==> src/rtl/dual_rate_sram.sv <==
module dual_rate_sram #(
  parameter int DEPTH = 64,
  parameter int W     = 18
) (
  input  logic                     clk,
  input  logic                     rst_n,
  input  logic                     rd_sel_n,
  input  logic                     wr_sel_n,
  input  logic                     half_lat,
  input  logic [$clog2(DEPTH)-1:0] addr,
  input  logic [W-1:0]             wdata,
  input  logic [1:0]               wbyte_n,
  output logic [W-1:0]             q,
  output logic                     q_valid
);
  localparam int AW = $clog2(DEPTH);
  localparam int LW = 2 * W;
  localparam int BW = W / 2;
  localparam int NB = LW / BW;

  logic [LW-1:0] mem [DEPTH];

  logic          s1, m1, s2, m2;
  logic [AW-1:0] raddr;
  logic [LW-1:0] line, fwd;
  logic          pos_v, neg_v;
  logic [W-1:0]  pos_q, neg_q;

  logic          w1;
  logic [W-1:0]  wd0;
  logic [1:0]    wb0;
  logic          pend_v;
  logic [AW-1:0] pend_a;
  logic [LW-1:0] pend_d;
  logic [NB-1:0] pend_m;

  always_comb begin
    fwd = mem[raddr];
    if (pend_v && pend_a == raddr)
      for (int b = 0; b < NB; b++)
        if (!pend_m[b]) fwd[b*BW +: BW] = pend_d[b*BW +: BW];
  end

  always_ff @(posedge clk or negedge rst_n)
    if (!rst_n) begin
      s1 <= 1'b0; m1 <= 1'b0; s2 <= 1'b0; m2 <= 1'b0;
      raddr <= '0; line <= '0;
      pos_v <= 1'b0; pos_q <= '0;
      w1 <= 1'b0; wd0 <= '0; wb0 <= '1;
    end else begin
      s1    <= !rd_sel_n;
      m1    <= half_lat;
      s2    <= s1;
      m2    <= m1;
      if (!rd_sel_n) raddr <= addr;
      line  <= fwd;
      pos_v <= (s1 && !m1) || (s2 && m2);
      pos_q <= (s1 && !m1) ? fwd[W-1:0] : line[LW-1:W];
      w1    <= !wr_sel_n;
      wd0   <= wdata;
      wb0   <= wbyte_n;
    end

  always_ff @(negedge clk or negedge rst_n)
    if (!rst_n) begin
      pend_v <= 1'b0; pend_a <= '0; pend_d <= '0; pend_m <= '1;
      neg_v  <= 1'b0; neg_q <= '0;
    end else begin
      pend_v <= w1;
      pend_a <= addr;
      pend_d <= {wdata, wd0};
      pend_m <= {wbyte_n, wb0};
      neg_v  <= s2;
      neg_q  <= m2 ? line[W-1:0] : line[LW-1:W];
    end

  always_ff @(posedge clk)
    if (pend_v)
      for (int b = 0; b < NB; b++)
        if (!pend_m[b]) mem[pend_a][b*BW +: BW] <= pend_d[b*BW +: BW];

  assign q       = clk ? pos_q : neg_q;
  assign q_valid = clk ? pos_v : neg_v;
endmodule

==> config.mk <==
export PLATFORM = sky130hd
export DESIGN_NAME = dual_rate_sram
export DESIGN_NICKNAME = d
export VERILOG_FILES = /design/src/rtl/dual_rate_sram.sv
export SDC_FILE = /design/constraint.sdc
export NUM_CORES = 2
export LEC_CHECK = 0
export ABC_AREA = 0
export BUFFER_PORTS_ARGS = -buffer_cell sky130_fd_sc_hd__buf_2
export CAP_MARGIN = 30
export CORE_MARGIN = 1
export CORE_UTILIZATION = 50
export CTS_CLUSTER_DIAMETER = 30
export CTS_CLUSTER_SIZE = 16
export DETAILED_ROUTE_END_ITERATION = 8
export HOLD_SLACK_MARGIN = 0.05
export PLACE_DENSITY = 0.67
export SYNTH_ARGS = -nofsm -noshare
export SYNTH_HDL_FRONTEND = slang
export SYNTH_SLANG_ARGS = --single-unit
==> constraint.sdc <==
create_clock -name clk -period 2.9 [get_ports clk]
set_input_delay 0.435 -clock clk [delete_from_list [all_inputs] [get_ports clk]]
set_output_delay 0.435 -clock clk [all_outputs]
set_load 0.005 [all_outputs]
Word-level counts from Yosys, hierarchy flattened

Memory sizes are Yosys's and may differ from the RTL's.
Index checks and enable logic that the tools add are counted.

Input bits: 31
Bits in latches: 0
Word-level logic and storage cells: 47
Bits in read-only memories: 0
Memories: 1
Register bits: 152
Output and inout bits: 19
RAM bits: 2304

Memories:

| name | depth | bits a word | rd ports | clocked after Yosys merged registers in | wr ports | line | source |
|---|---|---|---|---|---|---|---|
| mem  | 64    | 36          | 1        | 0                                       | 1        | 21   | `logic [LW-1:0] mem [DEPTH];` |

Order comparisons: 0
Shift-type cells: 0
Multiply operators: 0
Divide/modulo/power cells: 0
Reduce and logical (&&, ||, !) cells: 7
Muxes and demuxes: 21
Bitwise logic cells: 0
Add/sub/neg operators: 0
Eq/ne operators: 1

Operators by type and width:

| cell               | number |
|---|---|
| 18-bit two-way mux | 3 |
| 36-bit two-way mux | 1 |
| 9-bit two-way mux  | 4 |
| 1-bit two-way mux  | 13 |
| 6-bit == test      | 1 |
| 1-bit logical AND  | 3 |
| 1-bit logical NOT  | 3 |
| 1-bit logical OR   | 1 |

Logic depth before layout (Yosys ltp)

Depth in word-level cells: 4
Mapped depth: 9
Gate-level depth less buffers: 5

==> flow_summary_export.csv <==
group,metric,value,unit
clock_tree,tritoncts_clock_tree,"built",
status,run_status,"finished, violations left",
global_routing,globalRouteOverflowTotal,0,
run,cap_viol_max_count,0,
die,die_area,188800,µm²
timing,actual_slew_at_the_worst_max_slew_pin,0.8369,ns
timing,finalMaxSlewViolations,0,
route,count_of_unresolved_drc_violations_after_routing,0,
die,floorplan.initialDensity,0.5037,
pwr,worst_ir_drop_vdd,0.7208,mV
synthesis,synth_largest_area_cell,"sky130_fd_sc_hd__edfxtp_1",
route,drt-total-wl,277000,µm
timing,setup_viol,2377,
placement,routabilityCongestion,1.020,
synthesis,synth.lib_cells_used.distinct,35,
global_routing,grt_pass1_vias,52148,
route,route.detailed.wl_per_inst,33.72,µm
synthesis,synth_cells,4167,
finish,post_route_cells_drive_above_1_share,0.4778,
synthesis,synth.cell_area,93510,µm²
route,detailedRoute.firstPassIterationCount,6,
setup_path,critical_path_arrival,4.56,ns
route,via_count,51180,
setup_path,critical_path.max_fanout,8,
pwr,power_density,811.8,nW/µm²
synthesis,synth-seq-area-share,0.7807,
clock_tree,insertion_delay,1.15,ns
timing,grt_setup_unrepaired,"true",
placement,placed_cells_incl_taps,7119,
status,failed_checks,"negative setup slack",
synthesis,synth.net_count,4198,
timing,slew_headroom,0.4402,
finish,fin_util,0.6839,
global_routing,largest_net_degree_at_the_start_of_global_routing,66,
global_routing,antenna_found_initial,5,
worst_hold_path,hold_path_class,"input pin to flop",
synthesis,netlist_top_cells_area,"sky130_fd_sc_hd__edfxtp_1, sky130_fd_sc_hd__mux4_2, sky130_fd_sc_hd__dfrtp_1, sky130_fd_sc_hd__dfrtn_1, sky130_fd_sc_hd__a22oi_1",
synthesis,synthDominantCellAreaShare,0.7399,
finish,final_cell_count_without_fillers,8215,
synthesis,synth_seq_cells,2456,
die,design.core.area,185600,µm²
global_routing,global_route_wire_length_before_repair,378100,µm
timing,final.setup.worst_slack,-0.8581,ns
setup_path,critical_path.endpoint_type,"flop",
global_routing,grtUsageTotal,0.2855,
synthesis,ys.warnings.count,0,
pwr,power_leakage,43.15,nW
setup_path,start_kind,"flop",
die,die_y,434.5,µm
die,ioPinCount,50,
finish,layout.nets,5385,
synthesis,syn_area_per_cell,22.44,µm²
placement,place.detailed.hpwl,157700,µm
setup_path,worst-endpoint-required,3.70,ns
placement,io_buffers,49,
die,placementRows,158,
finish,syn_to_final_growth,35.76,%
setup_path,setup.worst_path.class,"flop to flop",
route,drt_iter0_drc,6852,
timing,timing.clock.skew,0.1379,ns
route,detail-route-antenna-nets,0,
die,die_w,434.5,µm
timing,hold_viol,0,
route,vias_per_cell,6.230,
clock_tree,clkTransAtPathRegs,0.05,ns
finish,count_of_fill_cells_added_during_filler_insertion,10506,
==> Yosys cell counts <==
master                     number
sky130_fd_sc_hd__and2_1         2
sky130_fd_sc_hd__buf_6         11
sky130_fd_sc_hd__a211o_1       16
sky130_fd_sc_hd__dfrtn_1       62
sky130_fd_sc_hd__mux2_2        45
sky130_fd_sc_hd__nor3_1        20
sky130_fd_sc_hd__nor3_2         2
sky130_fd_sc_hd__o22a_1         2
sky130_fd_sc_hd__nand2b_1       7
sky130_fd_sc_hd__o41ai_2       18
sky130_fd_sc_hd__a21o_1         1
sky130_fd_sc_hd__clkbuf_1     124
sky130_fd_sc_hd__edfxtp_1    2304
sky130_fd_sc_hd__dfstp_2        6
sky130_fd_sc_hd__nor2b_1        4
sky130_fd_sc_hd__a31oi_1       20
sky130_fd_sc_hd__nand2_1      105
sky130_fd_sc_hd__nor3b_1       22
sky130_fd_sc_hd__buf_1         49
sky130_fd_sc_hd__mux2i_1       34
sky130_fd_sc_hd__and3_1         2
sky130_fd_sc_hd__mux4_2       646
sky130_fd_sc_hd__a21oi_1       76
sky130_fd_sc_hd__xnor2_1        6
sky130_fd_sc_hd__or3_1          2
sky130_fd_sc_hd__and3b_1        3
sky130_fd_sc_hd__or2_2          1
sky130_fd_sc_hd__nor2_1       278
sky130_fd_sc_hd__nand4_1        1
sky130_fd_sc_hd__dfrtp_1       84
sky130_fd_sc_hd__a22oi_1      146
sky130_fd_sc_hd__inv_1          3
sky130_fd_sc_hd__buf_2         54
sky130_fd_sc_hd__nor4_1         2
sky130_fd_sc_hd__buf_4          9
==> final timing paths <==
kind                            from         end  slack [ns]  cells past startpoint
hold / removal             wdata[16]     wd0[16]        0.12                      2
hold reg to reg                   s1          s2        0.43                      0
min in group asynchronous      rst_n      wb0[1]        0.64                      3
setup / recovery           pend_a[4]  mem[11][0]       -0.86                     10
max in group asynchronous      rst_n   neg_q[16]        0.58                      4
setup reg to reg           pend_a[4]  mem[11][0]       -0.86                     10
==> worst max-delay path, cell delays in order, from the launching register on <==
cell	delay (ns)
sky130_fd_sc_hd__dfrtn_1	0.38
sky130_fd_sc_hd__buf_6	0.16
sky130_fd_sc_hd__buf_6	0.12
sky130_fd_sc_hd__buf_6	0.13
sky130_fd_sc_hd__nor3b_4	0.36
sky130_fd_sc_hd__buf_6	0.24
sky130_fd_sc_hd__buf_12	0.13
sky130_fd_sc_hd__nand2_8	0.07
sky130_fd_sc_hd__buf_6	0.14
sky130_fd_sc_hd__nor2_4	0.18
sky130_fd_sc_hd__buf_6	0.17
==> kinds of logic after synthesis <==
kind of cell,Yosys count,synth area share
AOI/OAI and AO/OA,279,0.02202
buffers and inverters,250,0.01200
and+or+nand+nor,451,0.02011
muxes,725,0.1646
xor gates and xnor gates,6,0.0005620
DFF,2456,0.7807
==> cell usage in the layout, fill, tap and decap left out, types with 18 or more instances in the layout <==
master                          synthesis  routed
sky130_fd_sc_hd__clkinvlp_4             0      53
sky130_fd_sc_hd__nor2_4                 0     160
sky130_fd_sc_hd__buf_4                  9     264
sky130_fd_sc_hd__nand2_4                0      45
sky130_fd_sc_hd__dfrtn_1               62      62
sky130_fd_sc_hd__clkbuf_16              0     484
sky130_fd_sc_hd__clkbuf_1             124      50
sky130_fd_sc_hd__dfrtp_1               84      79
sky130_fd_sc_hd__nor2_2                 0      91
sky130_fd_sc_hd__a31oi_1               20      18
sky130_fd_sc_hd__mux2_2                45      26
sky130_fd_sc_hd__a21oi_1               76      76
sky130_fd_sc_hd__nand2_1              105      40
sky130_fd_sc_hd__clkinv_2               0      68
sky130_fd_sc_hd__buf_6                 11     230
sky130_fd_sc_hd__bufinv_16              0      82
sky130_fd_sc_hd__buf_12                 0     326
sky130_fd_sc_hd__dlygate4sd3_1          0      38
sky130_fd_sc_hd__mux2i_1               34      34
sky130_fd_sc_hd__a22oi_1              146     146
sky130_fd_sc_hd__mux2_4                 0      19
sky130_fd_sc_hd__buf_8                  0      43
sky130_fd_sc_hd__inv_6                  0      29
sky130_fd_sc_hd__buf_2                 54      38
sky130_fd_sc_hd__nor2_1               278      27
sky130_fd_sc_hd__clkinv_1               0      49
sky130_fd_sc_hd__mux4_2               646     646
sky130_fd_sc_hd__clkinv_4               0      31
sky130_fd_sc_hd__edfxtp_1            2304    2304
==> where the power goes <==
part	switching, mW	internal (mW)
Clock	18.7	37.5
Combinational	4.03	3.21
Sequential	0.447	39.2
Total	23.2	79.9
==> repair_timing <==
action	CTS	global route
pin swaps	41	64
endpoints found under the hold margin	115	0
resized for setup	410	364
hold buffers	38	0
cloned	39	38
setup endpoints to repair	2377	2377
setup buffers	73	71
==> stage by stage <==
stage / power, mW / hold slack, ns / worst slack [ns] / setup TNS [ns] / area [µm²]
after floorplan: 44.28 / 0.1394 / -0.4769 / -864.87 / 94270
after global placement: 47.19 / 0.3557 / -0.8143 / -984.32 / 105200
after detailed placement: 47.27 / 0.3615 / -0.7932 / -981.12 / 105200
after CTS: 102.8 / 0.05536 / -0.8519 / -811.20 / 124400
after global routing: 105.2 / 0.09505 / -0.8473 / -1418.02 / 126900
final: 103.1 / 0.1213 / -0.8581 / -1487.00 / 126900
==> state kept, by name, indices dropped and copies added (netlist names) <==
signal / cells
line: 36
m1: 1
m2: 1
mem: 2304
neg_q: 18
neg_v: 1
pend_a: 6
pend_d: 36
pend_m: 4
pend_v: 1
pos_q: 18
pos_v: 1
raddr: 6
s1: 1
s2: 1
w1: 1
wb0: 2
wd0: 18
==> per-layer routing <==
layer | wire length, µm | global-route usage | share of wire | vias to the layer above
met2 | 132000 | 0.4413 | 0.48 | 3401
met4 | 17370 | 0.1553 | 0.063 | 2
met3 | 27860 | 0.07076 | 0.10 | 738
met5 | 11 | 0 | 0.000040 | -
li1 | - | - | - | 20106
met1 | 99730 | 0.3759 | 0.36 | 26933
==> area by class of cell <==
type | instances | area (µm²) | area share
Antenna cell | 5 | 12.51 | 0.00009856
Clock buffer | 539 | 12130 | 0.09554
Clock inverter | 323 | 4023 | 0.03169
Inverter | 2 | 7.507 | 0.00005914
Multi-Input combinational cell | 1461 | 21800 | 0.1717
Sequential cell | 2456 | 73010 | 0.5752
Tap cell | 2480 | 3103 | 0.02444
Timing Repair Buffer | 949 | 12860 | 0.1013
No activity file was read; power rests on OpenSTA's default activity.
